File: config.mk
export PLATFORM = sky130hd
export DESIGN_NAME = grp_concentrator
export DESIGN_NICKNAME = d
export VERILOG_FILES = /design/src/rtl/grp_conc_pkg.sv /design/src/rtl/xpt_cell.sv /design/src/rtl/col_idle_src.sv /design/src/rtl/grp_concentrator.sv
export SDC_FILE = /design/constraint.sdc
export NUM_CORES = 1
export LEC_CHECK = 0
export BUFFER_PORTS_ARGS = -buffer_cell sky130_fd_sc_hd__buf_2
export CAP_MARGIN = 20
export CORE_MARGIN = 2
export CORE_UTILIZATION = 40
export DETAILED_ROUTE_END_ITERATION = 10
export PLACE_DENSITY = 0.65
export SLEW_MARGIN = 40
export SYNTH_ARGS = -nofsm -noshare
export SYNTH_HDL_FRONTEND = slang
export SYNTH_SLANG_ARGS = --single-unit
File: constraint.sdc
create_clock -name clk -period 1.6 [get_ports clk]
set_clock_uncertainty 0.15 [all_clocks]
set_input_delay 0.16 -clock clk [delete_from_list [all_inputs] [get_ports clk]]
set_output_delay 0.16 -clock clk [all_outputs]
set_load 0.02 [all_outputs]
File: src/rtl/grp_conc_pkg.sv
`timescale 1ns/1ps
// Shared definitions for the group concentration array.
// Assumes: group address field is 3 bits wide (at most 8 groups).
package grp_conc_pkg;
    localparam int GRP_ADDR_W = 3;

    // Framing strobes travelling with the cells through the mesh.
    typedef struct packed {
        logic init;   // frame start, one cycle before the address window
        logic addr;   // address bits window
        logic prio;   // priority bits window
    } frame_strb_t;
endpackage

File: src/rtl/xpt_cell.sv
`timescale 1ns/1ps
// One bit-serial crosspoint of the concentration mesh.
// Passes west->east and north->south until, inside the priority window,
// it sees matching addresses and the west bit is 1 where the north bit is 0
// at the first differing priority bit. From that bit on, it swaps paths.
// Bits before that point are identical on both inputs, so swapping late
// never corrupts a cell. Every output is registered (one hop = one clock).
// Assumes the strobes arrive aligned with the data bits they describe.
module xpt_cell
    import grp_conc_pkg::*;
(
    input  logic        clk,
    input  logic        rst_n,
    input  frame_strb_t strb_i,
    input  logic        w_i,
    input  logic        n_i,
    output logic        e_o,
    output logic        s_o,
    output frame_strb_t strb_o
);
    logic match_q;   // addresses equal so far in this frame
    logic eq_q;      // priorities equal so far in this frame
    logic swap_q;    // swapped state held for the rest of the frame
    logic diff;
    logic win_now;
    logic swap_now;

    // Decide the path for the bit currently at the inputs.
    always_comb begin
        diff     = w_i ^ n_i;
        win_now  = strb_i.prio && match_q && eq_q && diff && w_i;
        swap_now = !strb_i.init && (swap_q || win_now);
    end

    // Register the routed bits, forward the strobes and track compare state.
    always_ff @(posedge clk) begin
        if (!rst_n) begin
            strb_o  <= '0;
            e_o     <= 1'b0;
            s_o     <= 1'b0;
            match_q <= 1'b1;
            eq_q    <= 1'b1;
            swap_q  <= 1'b0;
        end else begin
            strb_o <= strb_i;
            e_o    <= swap_now ? n_i : w_i;
            s_o    <= swap_now ? w_i : n_i;
            if (strb_i.init) begin
                match_q <= 1'b1;
                eq_q    <= 1'b1;
                swap_q  <= 1'b0;
            end else begin
                if (strb_i.addr && diff)
                    match_q <= 1'b0;
                if (strb_i.prio && match_q && eq_q && diff)
                    eq_q <= 1'b0;
                swap_q <= swap_now;
            end
        end
    end
endmodule

File: src/rtl/col_idle_src.sv
`timescale 1ns/1ps
// Filler stream for the north edge of one column.
// Unicast: idle cell = group number in the address field, zeros elsewhere.
// Multicast: constant 1.
// Mode is captured at the column's own frame start, so a mode change only
// has to be stable from the array's frame start until the last column's.
// Assumes the strobes are the ones seen by the top cell of this column.
module col_idle_src
    import grp_conc_pkg::*;
#(
    parameter int COL_IDX  = 0,
    parameter int LOG_BASE = 0
) (
    input  logic        clk,
    input  logic        rst_n,
    input  frame_strb_t strb_i,
    input  logic [1:0]  mode_grp,
    input  logic        mode_mcast,
    output logic        north_o
);
    logic [GRP_ADDR_W-1:0] gid_w;
    logic [GRP_ADDR_W-1:0] sh_q;
    logic                  mc_q;

    // Group number of this column under the requested grouping.
    always_comb gid_w = GRP_ADDR_W'(COL_IDX >> (LOG_BASE + int'(mode_grp)));

    // Load at frame start, shift out MSB first through the address window.
    always_ff @(posedge clk) begin
        if (!rst_n) begin
            sh_q <= '0;
            mc_q <= 1'b0;
        end else if (strb_i.init) begin
            sh_q <= gid_w;
            mc_q <= mode_mcast;
        end else if (strb_i.addr) begin
            sh_q <= {sh_q[GRP_ADDR_W-2:0], 1'b0};
        end
    end

    // Serial filler bit: address bits in the window, zeros after, or all ones.
    always_comb north_o = mc_q | (strb_i.addr & sh_q[GRP_ADDR_W-1]);
endmodule

File: src/rtl/grp_concentrator.sv
`timescale 1ns/1ps
// Group concentration array: ROWS x COLS mesh of xpt_cell.
// West streams enter per row, column links leave from the bottom row,
// overflow leaves from the east column. Strobes enter at cell (0,0) and
// ripple one hop per clock, so cell (r,c) is r+c cycles behind the inputs.
// Assumes COLS is a power of two and at least 8; ROWS at least 1.
module grp_concentrator
    import grp_conc_pkg::*;
#(
    parameter int ROWS = 4,
    parameter int COLS = 8
) (
    input  logic            clk,
    input  logic            rst_n,
    input  logic [1:0]      mode_grp,
    input  logic            mode_mcast,
    input  logic            init_i,
    input  logic            addr_stb_i,
    input  logic            prio_stb_i,
    input  logic [ROWS-1:0] west_i,
    output logic [COLS-1:0] south_o,
    output logic [ROWS-1:0] east_o,
    output logic            init_east_o,
    output logic            addr_east_o,
    output logic            prio_east_o
);
    localparam int LOG_BASE = $clog2(COLS / 8);

    frame_strb_t     strb_in0;
    frame_strb_t     strb_a [ROWS][COLS];
    logic            e_a    [ROWS][COLS];
    logic            s_a    [ROWS][COLS];
    logic [COLS-1:0] north_top;

    // Strobe triple as applied at the top-left corner.
    assign strb_in0 = {init_i, addr_stb_i, prio_stb_i};

    // North filler sources, one per column, aligned with the top-row cell.
    for (genvar c = 0; c < COLS; c++) begin : g_src
        frame_strb_t s_col;
        if (c == 0) begin : g_first
            assign s_col = strb_in0;
        end else begin : g_next
            assign s_col = strb_a[0][c-1];
        end
        col_idle_src #(
            .COL_IDX  (c),
            .LOG_BASE (LOG_BASE)
        ) u_src (
            .clk        (clk),
            .rst_n      (rst_n),
            .strb_i     (s_col),
            .mode_grp   (mode_grp),
            .mode_mcast (mode_mcast),
            .north_o    (north_top[c])
        );
    end

    // Mesh of crosspoints with neighbour-only wiring.
    for (genvar r = 0; r < ROWS; r++) begin : g_row
        for (genvar c = 0; c < COLS; c++) begin : g_col
            frame_strb_t s_in;
            logic        w_in;
            logic        n_in;
            if (r == 0 && c == 0) begin : g_s_corner
                assign s_in = strb_in0;
            end else if (c == 0) begin : g_s_north
                assign s_in = strb_a[r-1][0];
            end else begin : g_s_west
                assign s_in = strb_a[r][c-1];
            end
            if (c == 0) begin : g_w_edge
                assign w_in = west_i[r];
            end else begin : g_w_mesh
                assign w_in = e_a[r][c-1];
            end
            if (r == 0) begin : g_n_edge
                assign n_in = north_top[c];
            end else begin : g_n_mesh
                assign n_in = s_a[r-1][c];
            end
            xpt_cell u_cell (
                .clk    (clk),
                .rst_n  (rst_n),
                .strb_i (s_in),
                .w_i    (w_in),
                .n_i    (n_in),
                .e_o    (e_a[r][c]),
                .s_o    (s_a[r][c]),
                .strb_o (strb_a[r][c])
            );
        end
    end

    // Edge outputs.
    for (genvar c = 0; c < COLS; c++) begin : g_south
        assign south_o[c] = s_a[ROWS-1][c];
    end
    for (genvar r = 0; r < ROWS; r++) begin : g_east
        assign east_o[r] = e_a[r][COLS-1];
    end
    assign {init_east_o, addr_east_o, prio_east_o} = strb_a[0][COLS-1];
endmodule

# Yosys cells after proc, flatten, opt, wreduce, memory -nomap -nowiden
# Index checks and enable logic that the tools add are counted.
[classes]
shift = 8
reduce_logical = 254
bitwise = 49
mux = 80
[op_table]
columns = ["operator", "n"]
rows = [
  ["$logic_and 1x1->1", 192],
  ["$mux 1", 64],
  ["$mux 3", 16],
  ["$logic_or 1x1->1", 32],
  ["$xor 1x1->1", 32],
  ["$reduce_or 2->1", 11],
  ["$reduce_bool 2->1", 8],
  ["$shr 3x2->3 const A", 4],
  ["$logic_not 1->1", 11],
  ["$and 1x1->1", 8],
  ["$or 1x1->1", 8],
  ["$shr 1x2->3 const A", 2],
  ["$shr 2x2->3 const A", 2],
  ["$not 1->1", 1],
]
[totals]
ff_bits = 222
in_bits = 12

# Logic depth before layout (Yosys ltp)
# Gate-level depths: netlist of run 1.
[logic_depth]
ltp_word = 8
depth_mapped = 5

# By module
# From an unflattened synthesis of run 1, not the netlist that was laid out.
[hier_totals]
cells_unflattened = 1048
area_unflattened_um2 = 10548.9
[by_module_without_submodules]
columns = ["mod", "area_per_inst_um2", "instances", "cells_per_inst"]
rows = [
  ["xpt_cell", 289.0, 32, 29],
  ["col_idle_src at g_src[6].u_src", 197.7, 1, 19],
  ["col_idle_src at g_src[5].u_src", 196.4, 1, 19],
  ["col_idle_src at g_src[7].u_src", 185.2, 1, 17],
  ["col_idle_src at g_src[4].u_src", 182.7, 1, 17],
  ["col_idle_src at g_src[2].u_src", 171.4, 1, 15],
  ["col_idle_src at g_src[3].u_src", 170.2, 1, 15],
  ["col_idle_src at g_src[1].u_src", 160.2, 1, 15],
  ["col_idle_src at g_src[0].u_src", 36.3, 1, 3],
]

# Least setup slack after synthesis of run 1
# OpenSTA, ideal clock, no wires.
[synth_path]
kind = "register to register"
startpoint = "register, netlist name g_row[2].g_col[5].u_cell.strb_o[2]"
endpoint = "register g_row[1].g_col[7].u_cell.e_o"
synth_period_minus_slack_ns = 1.336
arrival_ns = 1.065
stages_incl_launch_ff = 5
slack_ns = 0.264
t_required_ns = 1.328
path_cell_list = "dfxtp_1 clkbuf_1 nor2b_1 o21ai_0 a21oi_1"
[synth_lines]
columns = ["element", "line_no", "text"]
rows = [
  ["to (signal assigned)", "xpt_cell.sv:46", "e_o <= swap_now ? n_i : w_i;"],
  ["to (decl)", "xpt_cell.sv:17", "output logic e_o,"],
]

# Final worst setup path of run 1
[layout_path]
startpoint = "input port rst_n"
endpoint = "register g_row[3].g_col[3].u_cell.eq_q"
[layout_via]
elab_chain_cells = 2
[layout_lines]
columns = ["element", "line_no", "text"]
rows = [
  ["from (decl)", "grp_concentrator.sv:14", "input logic rst_n,"],
  ["$not 1->1 (no source line)", "n/a", ""],
  ["$reduce_or 2->1 (no source line)", "n/a", ""],
  ["to (signal assigned)", "xpt_cell.sv:42", "eq_q <= 1'b1;"],
  ["to (signal assigned)", "xpt_cell.sv:50", "eq_q <= 1'b1;"],
  ["to (signal assigned)", "xpt_cell.sv:56", "eq_q <= 1'b0;"],
  ["to (decl)", "xpt_cell.sv:22", "logic eq_q;"],
]
# Every way passes these cells.
# A chain may end at the register's enable or synchronous reset.

==> metrics.cfg, run 1 <==
[yosys]
ys_types=35
syn_nets=962
syn_area_um2=9010
yosysWarnings=0
seq_area_frac_synth=0.486
synth_cells=946
avgSynthCellArea_um2=9.53
ys_ff_latch=219

[min_path]
hold_end=g_row[0].g_col[0].u_cell.strb_o[1]
hold_path.class=in2reg
worstHoldStart=addr_stb_i
holdPathStages=3

[die]
dieArea_um2=23800
num_io_pins=27
start_util=0.411
die_h_um=154
coreArea_um2=22000
core.rowCount=54
die-width_um=154

[routing]
viasPerCell=5.27
drc=0
vias=6679
initialDrtViolationCount=319
ant_nets=0
drt-total-wl_mm=17.3
drtPass1Iterations=5
routedWlPerCell_um=13.6

[sta]
max_clock_freq_ghz=0.677
hold_viol_final=0
period_share=0.923
maxSlewViolCount=0
worst_pin_slew_ps=639
maxSlewHeadroom=0.574
fin_crit_ps=1480
fin_setup_tns_ps=0
setup_viol=0
rsz0062_at_grt=false

[pwr]
peakVddDrop_uv=651
p_seq_frac=0.512
internal_power_mw=8.63
clock_power_share=0.447
p_leak_nw=3.83
power.share.combinational=0.041
p_sw_frac=0.214
p_switching_mw=2.35
p_total_mw=11.0
powerDensity_nw_per_um2=1070

[cts]
htreeDepth=1
insertion_delay_ps=490
cts_setup_buffers=0
clock-sinks=219
cts_tree=built
cts_made_buffers=23
path_clk_slew_ps=60
cts_root_buffer=clkbuf_16
clockBufferDepth=3

[worst_setup_path]
path_max_fanout=52
end_kind=flop
reg2reg_depth=3
rr_startpoint=g_row[1].g_col[5].u_cell.strb_o[1]
reg2reg_slack_ps=130
cp.arrival_ps=1710
required_ps=1830
critPathLaunchType=primary input
worstSetupPathType=in2reg
r2r-end=g_row[0].g_col[7].u_cell.match_q

[global_route]
grt_pass1_wl_mm=29.5
antenna_found_initial=0
grt_usage=0.145
grt_pass1_vias=6255
overflow=0
grt_max_degree=53

[finish]
nNetsFinal=990
syn_to_final_growth_pct=13.4
final_common_cell=dfxtp_1
mostFrequentLayoutCells=217 x dfxtp_1, 80 x a21oi_1, 79 x nor2_1, 79 x nand2_1, 64 x o21ai_0
drive_gt1_frac=0.126
antennaDiodeCount=0

[place]
gp_congestion=0.769
io_buffer_count=26
hpwlAfterDp_mm=11.7

[status]
status=finished clean

[run]
drv_cap=0

## final cells by class
class / instances / area [µm²]
multi-input combinational: 652 / 4230
sequential: 219 / 4390
inverter: 10 / 37.5
timing repair buffer: 68 / 526
clock buffer: 38 / 692
fill: 2099 / 11700
tap: 280 / 350
## synthesized netlist by cell type, drive strengths merged
cell type  count  area share
dfxtp        219        0.49
nor2          79       0.033
nand2b        11      0.0076
mux2i         20       0.022
o21ai         64       0.036
buf           58       0.037
nand4b         5      0.0049
a31oi         25       0.017
ha             4      0.0056
o31ai          1     0.00083
a211oi         6      0.0050
and2          30       0.021
and4           7      0.0068
clkbuf         7      0.0029
inv           10      0.0042
a21o          57       0.047
nand2         79       0.033
mux2           8       0.010
nor3           2      0.0011
nor2b         34       0.024
xor2          25       0.024
or3b           1     0.00097
and4b         25       0.028
nand3b         5      0.0042
a21oi         82       0.046
o32a          16       0.018
o32ai         25       0.045
nand3         25       0.014
a41oi          7      0.0068
nor3b          9      0.0075
## how the worst max path moves through the flow
stage	to	slack, ps	from
6_report	g_row[3].g_col[3].u_cell.eq_q	120	rst_n
5_1_grt	g_row[3].g_col[3].u_cell.eq_q	20	rst_n
4_1_cts	prio_east_o	10	g_row[1].g_col[6].u_cell.strb_o[0]
3_5_place_dp	g_row[0].g_col[3].u_cell.match_q	140	g_row[2].g_col[0].u_cell.strb_o[2]
3_3_place_gp	g_row[0].g_col[6].u_cell.eq_q	150	rst_n
2_1_floorplan	g_row[1].g_col[7].u_cell.e_o	260	g_row[2].g_col[5].u_cell.strb_o[2]
## metal layers
metal,vias up,global-route usage,share of wire
met4,0,0.0303,0.017
met2,73,0.253,0.47
li1,3428,-,-
met1,3154,0.188,0.48
met5,-,0,0
met3,24,0.0259,0.032
## power by group through the flow
stage	clock network [mW]	logic (mW)	registers [mW]
final	4.91	0.446	5.62
after detailed placement	0	0.428	5.74
after floorplan	0	0.321	5.70
after CTS	5.06	0.452	5.62
after global routing	5.29	0.497	5.63
after global placement	0	0.425	5.74
## what timing repair did
item | in CTS | in global routing
resized for setup | 1 | 1
endpoints found under the setup margin | 1 | 1
hold buffers | 11 | 0
hold endpoints to repair | 43 | 0
## sequential cells by signal, indices dropped and copies added, names as in the netlist
name and count:
g_src.u_src.sh_q 21, g_row.g_col.u_cell.strb_o 30, g_row.g_col.u_cell.match_q 32, g_row.g_col.u_cell.s_o 32, g_src.u_src.mc_q 8, g_row.g_col.u_cell.swap_q 32, g_row.g_col.u_cell.eq_q 32, g_row.g_col.u_cell.e_o 32
## stage by stage
step,cell area [µm²],setup slack [ps],hold WS [ps],cells,utilization
after floorplan,9010,264,112,946,-
after global placement,9420,145,244,1218,0.429
after detailed placement,9420,136,242,1218,0.429
after CTS,10200,14.4,246,1267,0.465
after global routing,10200,20.8,318,1267,0.465
final,10200,123,282,1267,0.465
## logic make-up (layout without fill, tap and decap cells)
| logic type | count (synthesis) | after routing | share of synthesized area |
|---|---|---|---|
| multiplexers | 28 | 28 | 0.0322 |
| AO/OA/AOI/OAI | 283 | 283 | 0.222 |
| AND/OR/NAND/NOR | 312 | 312 | 0.185 |
| XOR/XNOR | 25 | 25 | 0.0243 |
| buffers and inverters | 75 | 116 | 0.0446 |
| flip-flops | 219 | 219 | 0.486 |
| adder cells (fa/ha/maj) | 4 | 4 | 0.00555 |
## worst max-delay path: stages
cell and delay, ps:
dlygate4sd3_1 520, buf_4 220, buf_12 250, nand2b_1 290, a21o_1 250
Note: power is estimated with default switching activity, not from simulation.
==> run 2: changes to the inputs <==
Settings changed: RECOVER_POWER from default to 25.
==> metrics.cfg, run 2 (synthesis gave the netlist of run 1 again) <==
[global_route]
grt_usage=0.145
grt_max_degree=53
grt_pass1_vias=6255
overflow=0
grt_pass1_wl_mm=29.5
antenna_found_initial=0

[sta]
setup_viol=0
fin_setup_tns_ps=0
rsz0062_at_grt=false
maxSlewHeadroom=0.587
maxSlewViolCount=0
max_clock_freq_ghz=0.671
fin_crit_ps=1490
period_share=0.932
worst_pin_slew_ps=618
hold_viol_final=0

[routing]
routedWlPerCell_um=13.7
drt-total-wl_mm=17.3
ant_nets=0
vias=6694
drc=0
drtPass1Iterations=4
initialDrtViolationCount=343
viasPerCell=5.28

[finish]
final_common_cell=dfxtp_1
syn_to_final_growth_pct=12.6
mostFrequentLayoutCells=217 x dfxtp_1, 80 x a21oi_1, 79 x nor2_1, 79 x nand2_1, 64 x o21ai_0
drive_gt1_frac=0.114
nNetsFinal=990
antennaDiodeCount=0

[place]
io_buffer_count=26
gp_congestion=0.769
hpwlAfterDp_mm=11.7

[die]
num_io_pins=27
coreArea_um2=22000
dieArea_um2=23800
start_util=0.411
die-width_um=154
die_h_um=154
core.rowCount=54

[cts]
clock-sinks=219
htreeDepth=1
cts_root_buffer=clkbuf_16
cts_tree=built
insertion_delay_ps=490
path_clk_slew_ps=60
cts_made_buffers=23
clockBufferDepth=3

[worst_setup_path]
worstSetupPathType=in2reg
end_kind=flop
crit_slowest_cell=dlygate4sd3_1
crit_start=rst_n
critPathMaxStageDelay_ps=520
path_cells=dlygate4sd3_1, buf_4, buf_12, nand2b_1, o32a_1
required_ps=1830
cp.arrival_ps=1720
critPathLaunchType=primary input
rr_startpoint=g_row[1].g_col[5].u_cell.strb_o[1]
path_max_fanout=52

[status]
status=finished clean

[min_path]
hold_path.class=in2reg
worstHoldStart=addr_stb_i

[pwr]
power.share.combinational=0.040
p_seq_frac=0.513
internal_power_mw=8.62
p_total_mw=11.0
p_leak_nw=3.79
clock_power_share=0.448
p_sw_frac=0.214
p_switching_mw=2.35
peakVddDrop_uv=651
powerDensity_nw_per_um2=1080

[run]
drv_cap=0

-- run 2: cell types whose count changed in the layout (fill, tap and decap cells not counted), sizes merged --
cell    before  now
clkbuf      38   44
buf         57   51
-- run 2: area by class of cell --
class,instances,area (µm²)
multi-input cells,652,4190
inverters,10,37.5
clock buffers,38,692
flip-flops and latches,219,4390
repair buffers,68,494
well taps,280,350
fillers,2103,11800
-- run 2: what timing repair did --
action,in CTS,in global routing
hold endpoints to repair,43,0
setup endpoints to repair,1,1
gates resized for setup,1,1
buffers inserted,0,0
hold buffers,11,0
-- run 2: final timing paths --
kind | end | slack (ps) | cells past startpoint
worst max register to register | g_row[0].g_col[7].u_cell.match_q | 120 | 3
worst min register to register | g_row[3].g_col[7].u_cell.match_q | 320 | 2
worst min-delay path | g_row[0].g_col[0].u_cell.strb_o[1] | 280 | 3
worst max-delay path | g_row[0].g_col[6].u_cell.eq_q | 110 | 5
-- run 2: power groups by stage --
stage               Combinational (mW)  Sequential (mW)  Clock (mW)
global route                     0.486             5.63        5.29
detailed placement               0.428             5.74           0
finish                           0.436             5.62        4.91
floorplan                        0.321             5.70           0
CTS                              0.452             5.62        5.06
global placement                 0.425             5.74           0
-- run 2: routing by layer --
layer | wire (µm) | vias up | GRT usage
met2 | 8150 | 79 | 0.253
met4 | 312 | 0 | 0.0303
met5 | 0 | - | 0
met1 | 8300 | 3162 | 0.188
met3 | 554 | 26 | 0.0259
li1 | - | 3427 | -
-- run 2: per-stage QoR --
step | hold slack, ps | cell area (µm²) | std cells | setup WS [ps] | utilization
after floorplan | 112 | 9010 | 946 | 264 | -
after global placement | 244 | 9420 | 1218 | 145 | 0.429
after detailed placement | 242 | 9420 | 1218 | 136 | 0.429
after CTS | 246 | 10200 | 1267 | 14.4 | 0.465
after global routing | 318 | 10200 | 1267 | 25.1 | 0.462
final | 280 | 10200 | 1267 | 109 | 0.462
-- run 2: critical path: cells and delay by family --
family                 cells  cell delay, ps
and+or+nand+nor            1             300
buffers and inverters      3            1000
AOI/OAI and AO/OA          1             250
==> run 3: changes to the inputs <==
Clock period 1.6 ns to 1.4 ns, I/O delays scaled along.
==> metrics.cfg, run 3 (synthesis gave the netlist of run 1 again) <==
[sta]
fin_crit_ps=1370
setup_viol=0
hold-worst-slack_ps=315
maxSlewViolCount=0
fin_setup_tns_ps=0
maxSlewHeadroom=0.702
hold_viol_final=0
max_clock_freq_ghz=0.730
period_share=0.979
rsz0062_at_grt=false
worst_pin_slew_ps=446

[routing]
wl_met1_mm=8.26
initialDrtViolationCount=295
vias=6891
dr.max_layer_used=met4
ant_nets=0
routedWlPerCell_um=13.6
drtPass1Iterations=5
viasPerCell=5.30
drc=0
drt-total-wl_mm=17.7
dr_wl_met2_mm=8.47
met3_length_um=535

[finish]
nNetsFinal=1019
syn_to_final_growth_pct=16.5
mostFrequentLayoutCells=211 x dfxtp_1, 79 x nor2_1, 79 x nand2_1, 77 x a21oi_1, 64 x o21ai_0
fill_cells=2075
final_common_cell=dfxtp_1
drive_gt1_frac=0.154
antennaDiodeCount=0
design_area_um2=10500

[worst_setup_path]
critPathTopFamily=flip-flops
rr_startpoint=g_row[2].g_col[3].u_cell.strb_o[1]
critPathLaunchType=flop
critPathMaxStageDelay_ps=410
crit_slowest_cell=dfxtp_4
path_max_fanout=10
end_kind=output pin
cp.arrival_ps=1080
worstSetupPathType=reg2out
r2r-end=g_row[0].g_col[6].u_cell.eq_q
crit_buf_inv=1
reg2reg_depth=3
reg2reg_slack_ps=60
required_ps=1110
path_cells=buf_4
crit_cells=1

[cts]
htreeDepth=1
path_clk_slew_ps=60
cts_setup_buffers=0
cts_tree=built
clock-sinks=219
cts_made_buffers=23
clockBufferDepth=3
cts_root_buffer=clkbuf_16
insertion_delay_ps=510

[global_route]
grt_usage=0.146
grt_pass1_wl_mm=29.9
antenna_found_initial=0
grt_max_degree=36
grt_pass1_vias=6423
overflow=0

[pwr]
peakVddDrop_uv=1210
powerDensity_nw_per_um2=1240
p_leak_nw=4.00
p_switching_mw=2.82
p_sw_frac=0.216
internal_power_mw=10.2
power.share.combinational=0.042
p_seq_frac=0.491
clock_power_share=0.467
p_total_mw=13.1

[die]
core.rowCount=54
num_io_pins=27
die_h_um=154
die-width_um=154
start_util=0.411
dieArea_um2=23800
coreArea_um2=22000

[place]
io_buffer_count=26
post_dp_cell_area_um2=9630
gp_congestion=0.777
hpwlAfterDp_mm=12.1

[min_path]
hold_path.class=reg2reg
hold_end=g_row[3].g_col[7].u_cell.match_q
holdPathStages=2
worstHoldStart=g_row[3].g_col[6].u_cell.strb_o[1]

[status]
status=finished clean

[run]
drv_cap=0

[run 3: changes by cell type in the layout (fill, tap and decap cells not counted), sizes merged]
cell,previous run,this run
buf,51,78
clkinv,0,4
clkbuf,44,42
dlygate4sd3,11,13
bufinv,0,1
inv,10,11
[run 3: metal layers]
metal  GRT usage  vias up
li1            -     3492
met5           0        -
met3      0.0254       29
met1       0.185     3278
met2       0.256       92
met4      0.0405        0
[run 3: worst max path at each step]
stage	start	endpoint	slack (ps)
finish	g_row[2].g_col[5].u_cell.strb_o[2]	init_east_o	30
global route	g_row[1].g_col[6].u_cell.strb_o[0]	prio_east_o	0.8
CTS	g_row[1].g_col[6].u_cell.strb_o[1]	addr_east_o	10
detailed placement	g_row[2].g_col[0].u_cell.strb_o[2]	g_src[3].u_src.mc_q	30
global placement	g_row[2].g_col[1].u_cell.strb_o[2]	g_row[0].g_col[4].u_cell.eq_q	60
floorplan	g_row[2].g_col[5].u_cell.strb_o[2]	g_row[1].g_col[7].u_cell.e_o	60
[run 3: timing repair]
item / CTS / global route
endpoints found under the hold margin: 39 / 0
hold buffers: 13 / 0
pin swaps: 0 / 0
gates resized for setup: 6 / 9
cloned: 0 / 0
endpoints found under the setup margin: 3 / 30
[run 3: per-stage QoR]
step	instances	setup WS [ps]	utilization
after global placement	1245	62.1	0.439
after floorplan	946	64.0	-
final	1300	29.3	0.478
after detailed placement	1245	34.0	0.439
after global routing	1300	0.841	0.478
after CTS	1300	12.2	0.480
[run 3: cell type report]
cell class	instances	area [µm²]	area share
Inverter	10	37.5	0.00358
Clock buffer	36	714	0.0680
Clock inverter	6	62.6	0.00596
Multi-Input combinational cell	652	4200	0.400
Sequential cell	219	4400	0.419
Timing Repair Buffer	97	732	0.0697
Tap cell	280	350	0.0334
[run 3: power by group through the flow]
stage	sequential, mW	combinational, mW	clock [mW]
2_1_floorplan	6.51	0.367	0
3_3_place_gp	6.55	0.532	0
3_5_place_dp	6.55	0.536	0
4_1_cts	6.41	0.567	6.26
5_1_grt	6.42	0.612	6.52
6_report	6.41	0.549	6.10
